$ cat config.mk
export PLATFORM = sky130hd
export DESIGN_NAME = intseq_ctrl
export DESIGN_NICKNAME = d
export VERILOG_FILES = /design/src/rtl/intseq_pkg.sv /design/src/rtl/res_watch.sv /design/src/rtl/pin_edges.sv /design/src/rtl/intseq_ctrl.sv
export SDC_FILE = /design/constraint.sdc
export NUM_CORES = 1
export LEC_CHECK = 0
export BUFFER_PORTS_ARGS = -buffer_cell sky130_fd_sc_hd__buf_4
export CAP_MARGIN = 40
export CORE_ASPECT_RATIO = 0.75
export CORE_UTILIZATION = 45
export DETAILED_ROUTE_END_ITERATION = 6
export GPL_ROUTABILITY_DRIVEN = 1
export MAX_ROUTING_LAYER = met4
export PLACE_DENSITY = 0.8
export SETUP_SLACK_MARGIN = 0.15
export SYNTH_ARGS = -nofsm -noshare
export SYNTH_HDL_FRONTEND = slang
export SYNTH_SLANG_ARGS = --single-unit
$ cat constraint.sdc
create_clock -name clk -period 6.1 [get_ports clk]
set_input_delay 0.305 -clock clk [delete_from_list [all_inputs] [get_ports clk]]
set_output_delay 0.305 -clock clk [all_outputs]
set_load 0.01 [all_outputs]
$ cat src/rtl/intseq_pkg.sv
package intseq_pkg;

    typedef enum logic [7:0] {
        ST_IDLE   = 8'h01,
        ST_HOLD   = 8'h02,
        ST_INIT   = 8'h04,
        ST_PUSH_H = 8'h08,
        ST_PUSH_L = 8'h10,
        ST_PUSH_P = 8'h20,
        ST_VEC_LO = 8'h40,
        ST_VEC_HI = 8'h80
    } step_e;

    typedef enum logic [1:0] {
        SRC_RES = 2'd0,
        SRC_NMI = 2'd1,
        SRC_IRQ = 2'd2
    } src_e;

    localparam logic [15:0] VEC_NMI_LO = 16'hFFFA;
    localparam logic [15:0] VEC_RES_LO = 16'hFFFC;
    localparam logic [15:0] VEC_IRQ_LO = 16'hFFFE;
    localparam logic [7:0]  STACK_PAGE = 8'h01;

    function automatic logic [15:0] vec_base(input src_e s);
        case (s)
            SRC_NMI: vec_base = VEC_NMI_LO;
            SRC_IRQ: vec_base = VEC_IRQ_LO;
            default: vec_base = VEC_RES_LO;
        endcase
    endfunction

endpackage

$ cat src/rtl/res_watch.sv
module res_watch #(
    parameter int MIN_LOW = 2
) (
    input  logic clk,
    input  logic rst_n,
    input  logic res_n_i,
    output logic start_o,
    output logic hold_o
);
    localparam int CW = $clog2(MIN_LOW + 1);
    localparam logic [CW-1:0] CNT_MAX  = CW'(MIN_LOW);
    localparam logic [CW-1:0] CNT_HOLD = CW'(MIN_LOW - 1);

    typedef struct packed {
        logic          res;
        logic [CW-1:0] cnt;
    } rw_t;

    rw_t d, q;

    always_comb begin
        d     = q;
        d.res = res_n_i;
        if (res_n_i)
            d.cnt = '0;
        else if (q.cnt != CNT_MAX)
            d.cnt = q.cnt + 1'b1;
    end

    always_ff @(posedge clk or negedge rst_n) begin
        if (!rst_n) q <= '0;
        else        q <= d;
    end

    assign start_o = res_n_i & ~q.res & (q.cnt == CNT_MAX);
    assign hold_o  = ~res_n_i & (q.cnt >= CNT_HOLD);


    res_start_after_low_chk: assert property (@(posedge clk) disable iff (!rst_n)
        start_o |=> (q.cnt == '0) && q.res);

endmodule

$ cat src/rtl/pin_edges.sv
module pin_edges (
    input  logic clk,
    input  logic rst_n,
    input  logic nmi_n_i,
    input  logic so_n_i,
    input  logic nmi_clr_i,
    output logic nmi_pend_o,
    output logic set_v_o
);
    typedef struct packed {
        logic nmi;
        logic so;
        logic pend;
        logic setv;
    } pe_t;

    pe_t d, q;

    always_comb begin
        d      = q;
        d.nmi  = nmi_n_i;
        d.so   = so_n_i;
        d.pend = (q.pend & ~nmi_clr_i) | (q.nmi & ~nmi_n_i);
        d.setv = q.so & ~so_n_i;
    end

    always_ff @(posedge clk or negedge rst_n) begin
        if (!rst_n) q <= '{nmi: 1'b1, so: 1'b1, pend: 1'b0, setv: 1'b0};
        else        q <= d;
    end

    assign nmi_pend_o = q.pend;
    assign set_v_o    = q.setv;


    nmi_edge_latch_chk: assert property (@(posedge clk) disable iff (!rst_n)
        (q.nmi && !nmi_n_i) |=> nmi_pend_o);


    so_pulse_chk: assert property (@(posedge clk) disable iff (!rst_n)
        $fell(so_n_i) |=> set_v_o);

endmodule

$ cat src/rtl/intseq_ctrl.sv
module intseq_ctrl
    import intseq_pkg::*;
#(
    parameter int INIT_CYCLES = 6,
    parameter int MIN_RES_LOW = 2
) (
    input  logic        clk,
    input  logic        rst_n,
    input  logic        res_n_i,
    input  logic        irq_n_i,
    input  logic        nmi_n_i,
    input  logic        so_n_i,
    input  logic        rdy_i,
    input  logic        sync_i,
    input  logic        core_rw_n_i,
    input  logic        iflag_i,
    input  logic [7:0]  sp_i,
    output logic [7:0]  step_o,
    output logic [15:0] addr_o,
    output logic        rw_n_o,
    output logic [2:0]  push_o,
    output logic        sp_dec_o,
    output logic        pc_lo_ld_o,
    output logic        pc_hi_ld_o,
    output logic        set_i_o,
    output logic        set_v_o,
    output logic        stall_o
);
    localparam int CNT_W = (INIT_CYCLES > 1) ? $clog2(INIT_CYCLES) : 1;
    localparam logic [CNT_W-1:0] CNT_LAST = CNT_W'(INIT_CYCLES - 1);

    typedef struct packed {
        step_e            state;
        logic [CNT_W-1:0] cnt;
        src_e             src;
        logic             rdy;
    } seq_t;

    seq_t d, q;

    logic res_start, res_hold;
    logic nmi_pend, nmi_clr;
    logic rd_cycle, stall;

    res_watch #(.MIN_LOW(MIN_RES_LOW)) u_res (
        .clk     (clk),
        .rst_n   (rst_n),
        .res_n_i (res_n_i),
        .start_o (res_start),
        .hold_o  (res_hold)
    );

    pin_edges u_edges (
        .clk        (clk),
        .rst_n      (rst_n),
        .nmi_n_i    (nmi_n_i),
        .so_n_i     (so_n_i),
        .nmi_clr_i  (nmi_clr),
        .nmi_pend_o (nmi_pend),
        .set_v_o    (set_v_o)
    );

    always_comb begin
        case (q.state)
            ST_IDLE:                         rd_cycle = core_rw_n_i;
            ST_PUSH_H, ST_PUSH_L, ST_PUSH_P: rd_cycle = 1'b0;
            default:                         rd_cycle = 1'b1;
        endcase
    end

    assign stall = ~q.rdy & rd_cycle;

    always_comb begin
        d       = q;
        d.rdy   = rdy_i;
        nmi_clr = 1'b0;
        if (res_start) begin
            d.state = ST_INIT;
            d.cnt   = '0;
            d.src   = SRC_RES;
            nmi_clr = 1'b1;
        end else if (res_hold) begin
            d.state = ST_HOLD;
        end else if (!stall) begin
            case (q.state)
                ST_IDLE: begin
                    if (sync_i && nmi_pend) begin
                        d.state = ST_PUSH_H;
                        d.src   = SRC_NMI;
                        nmi_clr = 1'b1;
                    end else if (sync_i && !irq_n_i && !iflag_i) begin
                        d.state = ST_PUSH_H;
                        d.src   = SRC_IRQ;
                    end
                end
                ST_INIT: begin
                    if (q.cnt == CNT_LAST) d.state = ST_VEC_LO;
                    else                   d.cnt   = q.cnt + 1'b1;
                end
                ST_PUSH_H: d.state = ST_PUSH_L;
                ST_PUSH_L: d.state = ST_PUSH_P;
                ST_PUSH_P: d.state = ST_VEC_LO;
                ST_VEC_LO: d.state = ST_VEC_HI;
                ST_VEC_HI: d.state = ST_IDLE;
                default:   d.state = q.state;
            endcase
        end
    end

    always_ff @(posedge clk or negedge rst_n) begin
        if (!rst_n) q <= '{state: ST_HOLD, cnt: '0, src: SRC_RES, rdy: 1'b1};
        else        q <= d;
    end

    always_comb begin
        case (q.state)
            ST_PUSH_H, ST_PUSH_L, ST_PUSH_P: addr_o = {STACK_PAGE, sp_i};
            ST_VEC_LO:                       addr_o = vec_base(q.src);
            ST_VEC_HI:                       addr_o = vec_base(q.src) | 16'h0001;
            default:                         addr_o = '0;
        endcase
    end

    assign step_o     = q.state;
    assign stall_o    = stall;
    assign rw_n_o     = ~res_n_i | rd_cycle;
    assign push_o     = {3{res_n_i}} & {q.state == ST_PUSH_H, q.state == ST_PUSH_L,
                                        q.state == ST_PUSH_P};
    assign sp_dec_o   = |push_o;
    assign pc_lo_ld_o = (q.state == ST_VEC_LO) & ~stall;
    assign pc_hi_ld_o = (q.state == ST_VEC_HI) & ~stall;
    assign set_i_o    = pc_lo_ld_o;


    res_low_no_write_chk: assert property (@(posedge clk) disable iff (!rst_n)
        !res_n_i |-> (rw_n_o && push_o == 3'b000));


    stall_read_only_chk: assert property (@(posedge clk) disable iff (!rst_n)
        stall_o |-> rw_n_o);


    stall_freeze_chk: assert property (@(posedge clk) disable iff (!rst_n)
        (stall_o && res_n_i) |=> $stable(step_o));


    push_order_chk: assert property (@(posedge clk) disable iff (!rst_n)
        (step_o == ST_PUSH_H && res_n_i) |=> (step_o == ST_PUSH_L));


    onehot_step_chk: assert property (@(posedge clk) disable iff (!rst_n)
        $countones(step_o) == 1);


    res_enter_init_chk: assert property (@(posedge clk) disable iff (!rst_n)
        res_start |=> (step_o == ST_INIT));

endmodule

Word level (Yosys, flattened, before mapping)

Cells that the tools add are included.
Widths: inputs -> output; s select.

Bits in registers: 21
Input bits: 18
Output and inout bits: 34
Word-level logic and storage cells: 88

Add/sub/neg operators: 2
Order comparisons: 1
Eq/ne operators: 18
Multiplexer cells: 23
Bitwise gates (word level): 19
Reduce and logical (&&, ||, !) cells: 15

Operators by type and width:

| cell               | number |
|---|---|
| $pmux 8 s7         | 1 |
| $pmux 16 s3        | 1 |
| $mux 8             | 4 |
| $mux 13            | 2 |
| $reduce_and 4->1   | 3 |
| $mux 2             | 5 |
| $and 1x1->1        | 9 |
| $reduce_bool 9->1  | 1 |
| $eq 8x1->1 const B | 1 |
| $eq 8x3->1 const B | 1 |
| $eq 8x4->1 const B | 1 |
| $eq 8x5->1 const B | 1 |
| $eq 8x6->1 const B | 1 |
| $eq 8x7->1 const B | 1 |
| $eq 8x8->1 const B | 1 |
| $ne 2x2->1 const B | 4 |
| $not 1->1          | 7 |
| $mux 3             | 2 |
| $pmux 3 s2         | 1 |
| $reduce_bool 2->1  | 3 |
| $reduce_or 3->1    | 2 |
| $mux 1             | 5 |
| $mux 5             | 1 |
| $ne 5x5->1 const B | 1 |
| 14 further kinds   | 19 |

Logic depth before layout (Yosys ltp)

Depth in word-level cells: 10
Depth in mapped cells: 8
Depth with buffers taken out: 7

Modules after synthesis

Synthesis repeated with hierarchy kept, for this count alone.

Cells, all modules: 167
Area total of the unflattened synthesis: 1462.7 µm²

Modules (own cells, without submodules):

| module      | times used | cells each | area each (µm²) | sequential area each (µm²) |
|---|---|---|---|---|
| intseq_ctrl | 1          | 145        | 1188.6          | 352.8 |
| res_watch   | 1          | 14         | 145.1           | 75.1 |
| pin_edges   | 1          | 8          | 128.9           | 102.6 |

Worst setup path before layout

OpenSTA, ideal clock, no wires.

Path kind: register to output
Start: reg q (netlist bit step_o[2])
End: out set_i_o
Data arrival time: 1.906 ns
Data required time: 5.795 ns
Slack: 3.889 ns
Stages on the path, launching flop included: 8
Path buffers: 3
Cells stage by stage: dfrtp_1 clkbuf_1 nor3_2 o2111ai_1 and2_1 clkbuf_1 nor2_1 buf_4

Cells in the longest elaborated chain, start to end: 6
Elaborated cells between the ends (all ways): 10
Classes of those cells: eq/ne: 5; mux: 1; bitwise: 3; reduce/logical: 1

RTL lines:

| item                               | RTL line           | source |
|---|---|---|
| from (decl)                        | intseq_ctrl.sv:39  | `seq_t d, q;` |
| from (signal assigned)             | intseq_ctrl.sv:111 | `if (!rst_n) q <= '{state: ST_HOLD, cnt: '0, src: SRC_RES, rdy: 1'b1};` |
| $eq 8x4->1 (tied with other cells) | intseq_ctrl.sv:64  | `case (q.state)` |
| $reduce_or 3->1                    | intseq_ctrl.sv:64  |  |
| $pmux 1 s2 *                       | intseq_ctrl.sv:64  |  |
| $and 1x1->1 *                      | intseq_ctrl.sv:71  | `assign stall = ~q.rdy & rd_cycle;` |
| named net stall_o                  | intseq_ctrl.sv:27  | `output logic stall_o` |
| $not 1->1 *                        | intseq_ctrl.sv:130 | `assign pc_lo_ld_o = (q.state == ST_VEC_LO) & ~stall;` |
| $and 1x1->1 *                      | intseq_ctrl.sv:130 |  |
| to (decl)                          | intseq_ctrl.sv:25  | `output logic set_i_o,` |

Mark *: on every way through the listed nets, which the timed path passes. The rest lies on a longest branch.

Final worst setup path

Start: reg q (netlist bit step_o[2])
End: out set_i_o

Cells in the longest elaborated chain, start to end: 6
Elaborated cells between the ends (all ways): 10
Classes of those cells: eq/ne: 5; mux: 1; bitwise: 3; reduce/logical: 1

RTL lines:

| item                               | RTL line |
|---|---|
| $eq 8x4->1 (tied with other cells) | intseq_ctrl.sv:64 |
| $reduce_or 3->1                    | intseq_ctrl.sv:64 |
| $pmux 1 s2                         | intseq_ctrl.sv:64 |
| $and 1x1->1                        | intseq_ctrl.sv:71 |
| $not 1->1                          | intseq_ctrl.sv:130 |
| $and 1x1->1 *                      | intseq_ctrl.sv:130 |

Mark *: on every way between the ends. The rest lies on a longest branch, timed or not.

==> metrics.md <==
| Metric | Value |
|---|---|
| Status | `finished clean` |
| Synthesis warning total | `0` |
| Last weighted congestion value of the routability-driven placer | `about 1` |
| Setup repair after global routing missed its margin | `false` |
| Layout cells sized above 1 | `30.8%` |
| Buffers inserted by post-CTS timing repair | `0` |
| Cell family with the largest share of critical-path delay | `simple AND/OR/NAND/NOR gates` |
| Latest clock arrival within the worst-skew pair | `260 ps` |
| Number of library cell types mapped by synthesis | `49` |
| Worst endpoint required time | `5790 ps` |
| Largest net degree at the start of global routing | `22` |
| Maximum capacitance violations | `0` |
| Ratio of total power to cell area | `around 260 nW/um2` |
| Final critical path time including I/O delays and setup | `between 2000 and 3000 ps` |
| CP max FO | `9` |
| Class of the most critical setup path | `register to output pin` |
| Final Total Pwr | `482 uW` |
| Area of all sequential standard cells | `531 um2` |
| Total standard cell area after synthesis | `1530 um2` |
| Hold Fails Final Rpt | `0` |
| Leakage power | `0.916 nW` |
| Leading post-synthesis cells by instance count | `sky130_fd_sc_hd__nand2_1 (33), sky130_fd_sc_hd__dfrtp_1 (17), sky130_fd_sc_hd__buf_4 (15)` |
| Die outline width | `69.3 um` |
| Ports | `52` |
| Drt drc | `0` |
| TritonCTS Buffers | `3` |
| Wire length per cell after detailed routing | `between 10 and 15 um` |
| Share of the synthesized area in the top cell type | `27.8%` |
| Clk pin slew, worst setup/hold paths | `80 ps` |
| Placeable core area | `around 3100 um2` |
| Vias | `1,404` |
| Share of the yosys chip area belonging to registers | `34.7%` |
| Number of pins exceeding their max-slew limit in the final report | `0` |
| Routing usage on met3 | `5.19%` |
| Largest voltage drop on the vdd net | `roughly 0.28 mV` |
| Remaining Overflow, GRT | `0` |
| R2R cell count | `5` |
| Area growth from synthesis to layout | `20.9%` |
| Number of setup violations in the final report | `0` |
| Number of search-and-repair iterations in the first detailed-routing pass | `4` |
| Floorplan row count | `17` |
| Avg Cell Area, Syn | `between 8 and 9 um2` |
| Via density per instance | `5.57` |
| Count of cells resized by post-cts repair | `0` |
| Least-Margin Pin Slew | `644 ps` |
| CTS root buf | `sky130_fd_sc_hd__clkbuf_8` |
| Setup TNS | `0 ps` |
| Synth top area cells | `sky130_fd_sc_hd__dfrtp_1 (28%), sky130_fd_sc_hd__nand2_1 (8.1%), sky130_fd_sc_hd__buf_4 (7.4%), sky130_fd_sc_hd__dfstp_2 (6.9%), sky130_fd_sc_hd__ha_1 (4.1%)` |
| All-Layer GR Usage | `slightly above 20%` |
| Final antenna diode count | `0` |
| Count of flip-flops with a built-in enable after synthesis | `0` |
| H-tree depth reported by CTS | `1` |
| Die H | `around 53 um` |
| Worst Hold Endpoint | `q[0]$_DFF_PN1_` |
| Most frequent cell after synthesis | `sky130_fd_sc_hd__nand2_1` |
| Post-DRT Antenna Nets | `0` |
| Slew margin rel. | `a little under three fifths` |
| Number of global-route vias before repair | `1,209` |
| Antenna violations before repair | `0` |
| Share of synthesized flip-flops with an asynchronous set or reset | `100%` |
| Worst path max stage delay | `about 500 ps` |
| Prevailing post-synth register cell | `sky130_fd_sc_hd__dfrtp_1` |
| Data arrival time at the worst-slack endpoint | `roughly 2200 ps` |
| Placed wire-length estimate | `around 2600 um` |
| Sum of routed wire length over all layers | `3400 um` |
| Sink Count | `21` |
| R2R setup slack | `3880 ps` |
| Cell accounting for the most synthesized area | `sky130_fd_sc_hd__dfrtp_1` |
| Met2 usage in global routing | `31.9%` |
| Fraction of the cycle the final worst path needs | `between 40 and 50%` |
| Filler cells | `286` |
| Startpoint of the worst hold path | `rdy_i` |
| Reg2reg start | `step_o[3]$_DFFE_PN0P_` |
| Net count reported at finish | `around 240` |
| Type of the most critical hold path | `input pin to register` |
| Capture point of the worst reg-to-reg path | `step_o[6]$_DFFE_PN0P_` |
| Type of element capturing the critical path | `output pin` |
| Worst Hold Depth | `1` |
| Die footprint | `~3600 um2` |
| Wire length of the first global-routing pass | `5710 um` |
| CTS tree | `yes` |
| DRC marker count from the first detailed-route iteration | `55` |
| Busiest grt layer | `met2` |
| Setup crit start kind | `register` |
| Mapped Cells | `184` |
| Maximum clock frequency | `0.397 GHz` |
| Total nets after synthesis | `207` |
| Met1 routing resource usage after global routing | `27.9%` |
| Area used by multi-input combinational logic | `801 um2` |
| Max clock buf depth | `2` |
| Slowest cell on the critical path | `sky130_fd_sc_hd__dfrtp_1` |
| Worst clock skew | `7.17 ps` |
| Initial standard-cell utilization of the core | `49.6%` |
| Critical-path cell list | `nor3_2, o2111ai_1, and2_1, nor2_1, buf_4` |
| Count of input and output buffers | `between 50 and 60` |
| Number of synthesized register bits | `21` |
| Buffers and inverters on the worst path | `1` |
-- sequential cells by signal (all words and copies together) (netlist names) --
register / flops
step_o: 8
q: 6
u_res.q: 3
u_edges.q: 2
u_edges.nmi_pend_o: 1
u_edges.set_v_o: 1
-- what timing repair did --
item                                   4_1_cts  5_1_grt
endpoints found under the hold margin       17        0
hold buffers                                 1        0
setup endpoints to repair                    0        0
-- metrics by stage --
step	instance area [um2]	hold WS (ps)	setup WS, ps	std cells	utilization, %
after floorplan	1530	9.41	3890	184	-
after global placement	1790	203	3930	247	58.1
after detailed placement	1790	205	3900	247	58.1
after CTS	1850	137	3620	252	60.0
after global routing	1850	121	3350	252	60.0
final	1850	140	3580	252	60.0
-- worst max path at each step --
stage | from | slack [ps] | endpoint | depth (start not counted)
2_1_floorplan | step_o[2]$_DFFE_PN0P_ | 3890 | set_i_o | 7
3_3_place_gp | step_o[3]$_DFFE_PN0P_ | 3930 | step_o[3]$_DFFE_PN0P_ | 5
3_5_place_dp | step_o[3]$_DFFE_PN0P_ | 3900 | step_o[6]$_DFFE_PN0P_ | 5
4_1_cts | step_o[2]$_DFFE_PN0P_ | 3620 | set_i_o | 5
5_1_grt | step_o[2]$_DFFE_PN0P_ | 3350 | addr_o[2] | 6
6_report | step_o[2]$_DFFE_PN0P_ | 3580 | set_i_o | 5
-- per-layer routing --
metal | vias to the layer above | wire length (um)
li1 | 686 | -
met1 | 637 | 1600
met2 | 77 | 1420
met3 | 4 | 360
met4 | 0 | 19
met5 | - | 0
-- logic make-up after synthesis --
logic type	Yosys count	synth area share, %
adder cells (fa/ha/maj)	5	4.09
flip-flops	21	34.7
AND/OR/NAND/NOR	80	27.5
buffers and inverters	34	13.0
multiplexers	3	1.96
AO/OA/AOI/OAI	37	16.5
XOR/XNOR	4	2.29
-- final cells by class --
| type | count | share of cell area [%] |
|---|---|---|
| timing repair buffer | 52 | 21.2 |
| inverter | 8 | 1.62 |
| sequential | 21 | 28.7 |
| clock buffer | 3 | 2.23 |
| clock inverter | 1 | 0.406 |
| tap | 38 | 2.57 |
| multi-input combinational | 129 | 43.3 |
-- placed cells by master, fill, tap and decap left out, drive strengths merged, types with 3 or more instances in the layout --
cell type	synthesis	routed
a21oi	4	4
and2	3	3
buf	17	51
clkbuf	9	3
dfrtp	17	17
dfstp	4	4
ha	5	5
inv	8	8
mux2i	3	3
nand2	33	33
nand3	5	5
nor2	13	13
nor2b	3	3
nor3	4	4
o21ai	12	12
o2bb2ai	3	3
xor2	4	4
-- worst reg2reg max path, stage by stage (launching register included) --
cell	delay [ps]
sky130_fd_sc_hd__dfrtp_1	570
sky130_fd_sc_hd__or3_4	410
sky130_fd_sc_hd__o31a_1	290
sky130_fd_sc_hd__a311o_1	310
sky130_fd_sc_hd__nor3_4	350
sky130_fd_sc_hd__mux2i_1	220
-- report_power, final --
| part | switching [mW] | internal, mW |
|---|---|---|
| Sequential | 0.0385 | 0.167 |
| Combinational | 0.103 | 0.0808 |
| Clock | 0.0468 | 0.0461 |
Note: power is estimated with default switching activity, not from simulation.
